### config.mk
export PLATFORM = sky130hd
export DESIGN_NAME = dwr_tracker
export DESIGN_NICKNAME = d
export VERILOG_FILES = /design/src/rtl/dwr_pkg.sv /design/src/rtl/dwr_rst_sync.sv /design/src/rtl/dwr_match.sv /design/src/rtl/dwr_discard_timer.sv /design/src/rtl/dwr_tracker.sv
export SDC_FILE = /design/constraint.sdc
export NUM_CORES = 1
export LEC_CHECK = 0
export ABC_AREA = 1
export BUFFER_PORTS_ARGS = -buffer_cell sky130_fd_sc_hd__buf_2
export CORE_MARGIN = 3
export CORE_UTILIZATION = 35
export CTS_CLUSTER_SIZE = 30
export DETAILED_ROUTE_END_ITERATION = 8
export GPL_ROUTABILITY_DRIVEN = 0
export GPL_TIMING_DRIVEN = 0
export SETUP_SLACK_MARGIN = 0.05
export SYNTH_ARGS = -nofsm -noshare
export SYNTH_HDL_FRONTEND = slang
export SYNTH_HIERARCHICAL = 1
export SYNTH_SLANG_ARGS = --single-unit
export TNS_END_PERCENT = 100
### constraint.sdc
create_clock -name clk -period 2.23 [get_ports clk]
set_clock_uncertainty 0.2 [all_clocks]
set_input_delay 0.3345 -clock clk [delete_from_list [all_inputs] [get_ports clk]]
set_output_delay 0.3345 -clock clk [all_outputs]
set_load 0.05 [all_outputs]
### src/rtl/dwr_pkg.sv
package dwr_pkg;
  parameter int ADDR_W = 32;
  parameter int DATA_W = 32;
  parameter int CMD_W  = 4;
  localparam int BE_W  = DATA_W / 8;

  typedef enum logic [1:0] {
    ST_PEND = 2'd0,
    ST_DONE = 2'd1,
    ST_FAIL = 2'd2
  } dwr_state_e;

  typedef struct packed {
    logic [ADDR_W-1:0] addr;
    logic [CMD_W-1:0]  cmd;
    logic [BE_W-1:0]   be_n;
    logic [DATA_W-1:0] data;
  } dwr_req_t;
endpackage

### src/rtl/dwr_rst_sync.sv
module dwr_rst_sync #(
  parameter int STAGES = 2
) (
  input  logic clk,
  input  logic rst_n,
  output logic rst_n_sync
);
  logic [STAGES-1:0] sr_q;

  always_ff @(posedge clk or negedge rst_n) begin
    if (!rst_n) sr_q <= '0;
    else        sr_q <= {sr_q[STAGES-2:0], 1'b1};
  end

  assign rst_n_sync = sr_q[STAGES-1];
endmodule

### src/rtl/dwr_match.sv
module dwr_match
  import dwr_pkg::*;
(
  input  dwr_req_t stored,
  input  dwr_req_t probe,
  output logic     hit
);
  logic [BE_W-1:0] lane_ok;

  generate
    for (genvar l = 0; l < BE_W; l++) begin : g_lane
      // a lane whose enable is off (1) never blocks the match
      assign lane_ok[l] = probe.be_n[l] ||
                          (stored.data[8*l +: 8] == probe.data[8*l +: 8]);
    end
  endgenerate

  assign hit = (stored.addr == probe.addr) && (stored.cmd == probe.cmd) &&
               (stored.be_n == probe.be_n) && (&lane_ok);
endmodule

### src/rtl/dwr_discard_timer.sv
module dwr_discard_timer #(
  parameter int TMR_W = 16
) (
  input  logic             clk,
  input  logic             rst_n,
  input  logic             arm,
  input  logic [TMR_W-1:0] preload,
  output logic             expire
);
  logic [TMR_W-1:0] cnt_q, cnt_d;

  always_comb begin
    if (!arm)              cnt_d = preload;
    else if (cnt_q != '0)  cnt_d = cnt_q - 1'b1;
    else                   cnt_d = cnt_q;
  end

  always_ff @(posedge clk or negedge rst_n) begin
    if (!rst_n) cnt_q <= '0;
    else        cnt_q <= cnt_d;
  end

  assign expire = arm && (cnt_q == '0);
endmodule

### src/rtl/dwr_tracker.sv
module dwr_tracker
  import dwr_pkg::*;
#(
  parameter int DEPTH = 4,
  parameter int TMR_W = 16
) (
  input  logic              clk,
  input  logic              rst_n,
  input  logic              req_valid,
  input  logic [ADDR_W-1:0] req_addr,
  input  logic [CMD_W-1:0]  req_cmd,
  input  logic [BE_W-1:0]   req_be_n,
  input  logic [DATA_W-1:0] req_data,
  input  logic              req_multi,
  input  logic              fwd_done,
  input  logic              fwd_err,
  input  logic [TMR_W-1:0]  discard_preload,
  input  logic              serr_en,
  output logic              rsp_valid,
  output logic              rsp_retry,
  output logic              rsp_trdy,
  output logic              rsp_stop,
  output logic              serr_req,
  output logic              discard_seen,
  output logic              full
);
  localparam int PTR_W = (DEPTH > 1) ? $clog2(DEPTH) : 1;
  localparam logic [PTR_W-1:0] LAST = PTR_W'(DEPTH - 1);

  function automatic logic [PTR_W-1:0] ptr_inc(input logic [PTR_W-1:0] p);
    return (p == LAST) ? '0 : p + 1'b1;
  endfunction

  logic       rst_n_i;
  dwr_req_t   probe;
  dwr_req_t   ent_q [DEPTH];
  dwr_req_t   ent_d [DEPTH];
  dwr_state_e st_q  [DEPTH];
  dwr_state_e st_d  [DEPTH];
  logic [DEPTH-1:0] vld_q, vld_d, hit_raw;
  logic [PTR_W-1:0] wr_q, wr_d, rd_q, rd_d, cp_q, cp_d, hit_idx;
  logic any_hit, tmr_arm, tmr_expire;
  logic rv_d, rr_d, rt_d, rs_d, serr_d, seen_d;

  dwr_rst_sync #(.STAGES(2)) u_rst (.clk(clk), .rst_n(rst_n), .rst_n_sync(rst_n_i));

  assign probe = '{addr: req_addr, cmd: req_cmd, be_n: req_be_n, data: req_data};

  generate
    for (genvar i = 0; i < DEPTH; i++) begin : g_cmp
      dwr_match u_match (.stored(ent_q[i]), .probe(probe), .hit(hit_raw[i]));
    end
  endgenerate

  assign tmr_arm = vld_q[rd_q] && (st_q[rd_q] != ST_PEND);

  dwr_discard_timer #(.TMR_W(TMR_W)) u_tmr (
    .clk(clk), .rst_n(rst_n_i), .arm(tmr_arm),
    .preload(discard_preload), .expire(tmr_expire)
  );

  always_comb begin
    vld_d = vld_q; st_d = st_q; ent_d = ent_q;
    wr_d = wr_q; rd_d = rd_q; cp_d = cp_q;
    rv_d = 1'b0; rr_d = 1'b0; rt_d = 1'b0; rs_d = 1'b0;
    serr_d = 1'b0; seen_d = discard_seen;
    any_hit = 1'b0; hit_idx = '0;
    for (int i = 0; i < DEPTH; i++) begin
      if (hit_raw[i] && vld_q[i] && !any_hit) begin
        any_hit = 1'b1;
        hit_idx = PTR_W'(i);
      end
    end
    if (fwd_done) begin
      st_d[cp_q] = fwd_err ? ST_FAIL : ST_DONE;
      cp_d = ptr_inc(cp_q);
    end
    if (req_valid) begin
      rv_d = 1'b1;
      if (any_hit) begin
        unique case (st_q[hit_idx])
          ST_DONE: begin rt_d = 1'b1; rs_d = req_multi; vld_d[hit_idx] = 1'b0; end
          ST_FAIL: begin rs_d = 1'b1; vld_d[hit_idx] = 1'b0; end
          default: rr_d = 1'b1;
        endcase
      end else begin
        rr_d = 1'b1;
        if (!vld_q[wr_q]) begin
          vld_d[wr_q] = 1'b1;
          st_d[wr_q]  = ST_PEND;
          ent_d[wr_q] = probe;
          wr_d = ptr_inc(wr_q);
        end
      end
    end
    if (tmr_expire && !(req_valid && any_hit && (hit_idx == rd_q))) begin
      vld_d[rd_q] = 1'b0;
      seen_d = 1'b1;
      serr_d = serr_en;
    end
    if (!vld_q[rd_q] && (rd_q != wr_q)) rd_d = ptr_inc(rd_q);
  end

  always_ff @(posedge clk or negedge rst_n_i) begin
    if (!rst_n_i) begin
      vld_q <= '0; wr_q <= '0; rd_q <= '0; cp_q <= '0;
      rsp_valid <= 1'b0; rsp_retry <= 1'b0; rsp_trdy <= 1'b0; rsp_stop <= 1'b0;
      serr_req <= 1'b0; discard_seen <= 1'b0;
    end else begin
      vld_q <= vld_d; wr_q <= wr_d; rd_q <= rd_d; cp_q <= cp_d;
      rsp_valid <= rv_d; rsp_retry <= rr_d; rsp_trdy <= rt_d; rsp_stop <= rs_d;
      serr_req <= serr_d; discard_seen <= seen_d;
    end
  end

  // payload and state need no reset: they are only read behind a valid bit
  always_ff @(posedge clk) begin
    for (int i = 0; i < DEPTH; i++) begin
      ent_q[i] <= ent_d[i];
      st_q[i]  <= st_d[i];
    end
  end

  assign full = vld_q[wr_q];
endmodule

Word level (Yosys, flattened, before mapping)
Cells that the tools add are included.
Operators by class
  add/sub/neg operators: 4
  mux-type cells: 57
  $lt $le $gt $ge: 12
  eq/ne operators: 36
  reduce and logical (&&, ||, !) cells: 60
  bitwise logic cells: 13
Operators by type and width (count)
  288-bit bitwise mux: 1
  72-bit demux with 2-bit select: 1
  32-bit equality test: 4
  8-bit equality test: 16
  72-bit 2-to-1 mux: 1
  4-bit equality test: 8
  16-bit 2-to-1 mux: 2
  8-bit 2-to-1 mux: 4
  1-bit logical AND: 30
  2-bit 2-to-1 mux: 12
  1-bit 2-to-1 mux: 20
  4-bit 2-to-1 mux: 5
  16-bit zero test: 1
  1-bit logical OR: 16
  4-bit AND reduction: 4
  16-bit nonzero test: 1
  16-bit by 1-bit subtractor with 16-bit output, second input constant: 1
  3-bit >= comparator, second input constant: 4
  2-bit NOT with 3-bit output: 4
  2-bit by 3-bit less-than comparator with 1-bit output, second input constant: 3
  4-bit bitwise AND: 2
  8-bit bitwise AND: 1
  2-bit binary-select mux with 2-bit select: 2
  8-bit bitwise mux: 1
  20 further kinds: 38
Storage, ports and cells
  input bits: 95
  flip-flop bits (word level): 330
  logic and storage cells: 214

Longest topological paths before layout
  word-level depth: 26
  gate-level depth with buffers: 24

By module
The synthesis kept the hierarchy.
Modules (own cells, without submodules)
  dwr_tracker: times used 1, area an instance 10283.6 um^2, cells each 510
  dwr_match: times used 4, area an instance 1275.0 um^2, cells each 294
  dwr_discard_timer: times used 1, area an instance 1171.1 um^2, cells each 187
  dwr_rst_sync: times used 1, area an instance 53.8 um^2, cells each 3

Least setup slack after synthesis
Ideal clock, no wire load.
  kind: register to register
  start point: register ent_q[232] in the netlist's numbering
  end point: register st_q[5] in the netlist's numbering
  period minus slack after synthesis: 5.148 ns
  stages on the path, launching flop included: 19
  data arrival time: 4.831 ns
  path slack: -2.918 ns
  setup time: 0.117 ns
  path through: edfxtp_1 -> nand2_1 -> inv_1 -> nor2_1 -> nor2_1 -> nand2_1 -> nor2_1 -> nor2_1 -> nor2_1 -> nand2_1 -> nor2_2 -> nand2_2 -> nand3_2 -> nor2_4 -> nand2_2 -> nor2_1 -> inv_1 -> o211ai_1 -> inv_1
RTL lines
  from (decl): line dwr_tracker.sv:36  | dwr_req_t ent_q [DEPTH];
  from (signal, indexed assignment): line dwr_tracker.sv:119  | ent_q[i] <= ent_d[i];
  to (signal, indexed assignment): line dwr_tracker.sv:120  | st_q[i] <= st_d[i];
  to (decl): line dwr_tracker.sv:38  | dwr_state_e st_q [DEPTH];

Worst setup path after layout
  start point: register ent_q[19] in the netlist's numbering
  end point: register vld_q[3]
On the way
  longest elaborated chain between the ends: 18
  elaborated cells between the ends (all ways): 32
  classes of those cells: 2 x order compare; 4 x eq/ne; 11 x mux; 4 x bitwise; 11 x reduce/logical
Ends and longest elaborated chain
  8-bit equality test (*): line dwr_match.sv:14  | (stored.data[8*l +: 8] == probe.data[8*l +: 8]);
  1-bit logical OR (*): line dwr_match.sv:13  | assign lane_ok[l] = probe.be_n[l] ||
  4-bit AND reduction (*): line dwr_match.sv:19  | (stored.be_n == probe.be_n) && (&lane_ok);
  1-bit logical AND (*): line dwr_match.sv:19
  named net hit_raw[3]: line dwr_tracker.sv:40  | logic [DEPTH-1:0] vld_q, vld_d, hit_raw;
  1-bit logical AND (*) (2 in a row): line dwr_tracker.sv:69  | if (hit_raw[i] && vld_q[i] && !any_hit) begin
  2-bit 2-to-1 mux: line dwr_tracker.sv:69
  2-bit by 3-bit less-than comparator with 1-bit output (implied by the code) (tied with other cells): line dwr_tracker.sv:82, dwr_tracker.sv:83
  [3 not listed]
  4-bit NOT (no source line) (tied with other cells)
  4-bit bitwise AND (no source line) or 2-bit OR reduction (tied branches)
  4-bit 2-to-1 mux
  4-bit 2-to-1 mux: line dwr_tracker.sv:80  | if (any_hit) begin
  4-bit 2-to-1 mux: line dwr_tracker.sv:78  | if (req_valid) begin
  4-bit bitwise AND (no source line)
  4-bit 2-to-1 mux (*): line dwr_tracker.sv:96  | if (tmr_expire && !(req_valid && any_hit && (hit_idx == rd_q))) begin
  named net vld_d[3]: line dwr_tracker.sv:40
  to (signal assigned): line dwr_tracker.sv:110  | vld_q <= vld_d; wr_q <= wr_d; rd_q <= rd_d; cp_q <= cp_d;
  to (decl): line dwr_tracker.sv:40
The timed path passes the listed nets; every way through them passes the cells marked *. The select of a mux whose other input is x is not followed.
A chain may end at the register's enable or synchronous reset.

==> results.yml <==
outcome:
  status: "finished with violations"
  violations: "setup timing"
cts:
  cts_buffers: 39
  path_clk_slew_ns: 0.06
  cts_max_level: 2
  cts_sinks: 330
  clockRootBuffer: "clkbuf_16"
  insertion_delay_ns: 0.55
  cts_tree: "built"
  clockBufferDepth: 3
place:
  numPlacedInstances: 2594
  post-dp-hpwl_um: 24500
  place_ws_ns: -1.43
  io_buffer_count: 101
floorplanning:
  start_util: 0.355
  dieHeight_um: 224
  core_area_um2: 46800
  die_w_um: 224
  num_rows: 79
  dieArea_um2: 50100
  pin_count: 102
timing:
  worst_pin_slew_ns: 0.764
  min_period_over_period: 1.49
  period_needed_ns: 3.32
  worst_slack_ns: -1.09
  rsz0062_at_grt: "yes"
  max_freq_mhz: 301
  finalSetupViolCount: 321
  hold_viol: 0
  finalSetupTns_ns: -260.49
  slew_violations: 0
  slew-limit-headroom: 0.490
logic_synthesis:
  synthesis.instances: 1876
  yosys_warnings: 6
  yosysUniqueCellTypes: 34
  synth_area_leader_cell: "edfxtp_1"
  ys_seq_area_frac: 0.582
  synthesis.area_um2: 16600
  postSynthAreaPerCell_um2: 8.85
  synth.top_cell.area_share: 0.521
  synth_top_cells_by_area: "edfxtp_1 (52%), nand2_1 (15%), inv_1 (7.8%)"
  ys_ff_latch: 330
  syn_nets: 1986
finish:
  n_fill_cell: 4262
  finalNonFillerCells: 2859
  mostFrequentLayoutCells: "nand2_1 (643), inv_1 (333), edfxtp_1 (288)"
  syn2layout_area_growth_pct: 32.9
  final_nets: 2327
  seqCellArea_um2: 9660
  drive_gt1_frac: 0.164
  final_common_cell: "nand2_1"
  multiInputGateArea_um2: 5860
drt:
  totalWireLength_um: 42700
  ant_nets: 0
  avgViaCountPerCell: 4.42
  vias: 12647
  avgRoutedWirePerCell_um: 14.9
  drc_errors: 0
  dr.pass1.iters: 5
  dr.first_iter.drc_count: 713
grt:
  first_global_vias: 12053
  grt_use_total: 0.167
  grt_max_degree: 19
  grt_antenna_before_repair: 8
  grt_overflow_total: 0
  grt_pass1_wl_um: 65300
setup_path:
  crit_buf_inv: 3
  crit_family: "simple AND/OR/NAND/NOR gates"
  arrival_ns: 3.55
  worstPathCellList: "nor2_1 -> nor2_1 -> nor2_1 -> nand2_1 -> nor2_1 -> nor2_1 -> nor2_1 -> nand2_1 -> nor2_4 -> nand2_2 -> inv_2 -> nand4_4 -> buf_4 -> o22ai_2 -> a21oi_2 -> ha_1 -> inv_2 -> nand2_2 -> o21ai_2 -> a21oi_1 -> nand3_1 -> nand2_1"
  cp-startpoint: "ent_q[19]"
  worstReg2RegStart: "ent_q[19]"
  critPathSlowestCell: "edfxtp_1"
  cp_common_cell: "nor2_1"
  required_ns: 2.46
  max_stage_delay_ns: 0.38
  startpoint_type: "register"
  cp-end-kind: "register"
  worstSetupPathType: "register to register"
  critPathMaxFanout: 5
pwr:
  cellLeakagePower_uw: 0.00994
  p_seq_frac: 0.411
  powerDensity_nw_per_um2: 903
  power_frac_comb: 0.294
  swShare: 0.311
  irDropWorstVdd_v: 0.000538
  clock_power_share: 0.295
  intPower_uw: 13700
  netSwitchingPower_uw: 6210
run:
  maxCapViolations: 0
min_path:
  hold_class: "register to async pin"
## cell families (layout without fill, tap and decap cells)
kind of cell    Yosys count  after routing  synth area share
compound gates           53             53            0.0176
other cells               1              6          0.000226
buf+inv                 354            725            0.0811
xor+xnor                134            134            0.0707
flops                   330            330             0.582
simple gates            989            989             0.238
fa+ha+maj                15             15            0.0113
## layout make-up
class	instances	area share
flip-flops and latches	330	0.438
diodes	5	0.000567
plain buffers	5	0.00227
clock buffers	51	0.0482
clock inverters	20	0.00510
multi-input cells	1192	0.265
well taps	607	0.0344
repair buffers	297	0.144
repair inverters	3	0.00102
inverters	349	0.0606
## registers in the layout, summed over array words and instances (netlist names)
name and count:
ent_q 288, u_tmr/cnt_q 16, st_q 8, vld_q 4, cp_q 2, rd_q 2
u_rst/sr_q 2, wr_q 2, discard_seen 1, rsp_retry 1, rsp_stop 1, rsp_trdy 1
rsp_valid 1, serr_req 1
## power by group through the flow
stage	registers, µW	logic (µW)	clock network (µW)
detailed placement	8280	3900	0
global route	8290	6460	6310
CTS	8160	5100	6070
global placement	8310	3660	0
finish	8190	5850	5890
floorplan	8200	2770	0
## stage by stage
| step | total power [µW] | util | hold slack [ns] | area (µm²) |
|---|---|---|---|---|
| floorplan | 11000 | - | -0.161 | 16600 |
| global placement | 12000 | 0.383 | -0.0804 | 17900 |
| detailed placement | 12200 | 0.388 | -0.0803 | 18100 |
| CTS | 19300 | 0.464 | 0.0445 | 21700 |
| global route | 21100 | 0.472 | 0.129 | 22100 |
| finish | 19900 | 0.472 | 0.112 | 22100 |
## synth_stat cells, drive strengths merged
| cell type | n |
|---|---|
| ha | 15 |
| a21boi | 1 |
| o21bai | 3 |
| or2 | 5 |
| dfrtp | 34 |
| nand3 | 32 |
| edfxtp | 288 |
| nand2 | 668 |
| inv | 348 |
| nand4 | 2 |
| dfxtp | 8 |
| clkinv | 1 |
| conb | 1 |
| nand3b | 2 |
| xnor2 | 128 |
| buf | 5 |
| o211ai | 3 |
| o22ai | 1 |
| nor2 | 276 |
| a21oi | 21 |
| o21ai | 24 |
| xor2 | 6 |
| nor3 | 4 |
## worst paths after layout
check                                 to  slack [ns]  cells after the start
worst min register to register   cp_q[1]        0.11                      0
worst max-delay path            vld_q[3]       -1.09                     22
max in group asynchronous        wr_q[0]        1.15                      1
worst min-delay path             cp_q[1]        0.11                      0
worst max register to register  vld_q[3]       -1.09                     22
min in group clk                vld_q[1]        0.12                      7
## timing repair
| item | 4_1_cts | 5_1_grt |
|---|---|---|
| pin swaps | 14 | 21 |
| endpoints found under the setup margin | 324 | 324 |
| hold buffers | 95 | 0 |
| endpoints found under the hold margin | 318 | 0 |
| buffers inserted | 39 | 35 |
| resized for setup | 67 | 116 |
| gates cloned | 31 | 5 |
## per-layer routing
layer	share of wire	GRT usage	vias up
li1	-	-	6447
met1	0.44	0.216	5922
met2	0.50	0.295	209
met3	0.036	0.0271	61
met4	0.018	0.0407	8
met5	0.0011	0	-
No activity file was read; power rests on OpenSTA's default activity.
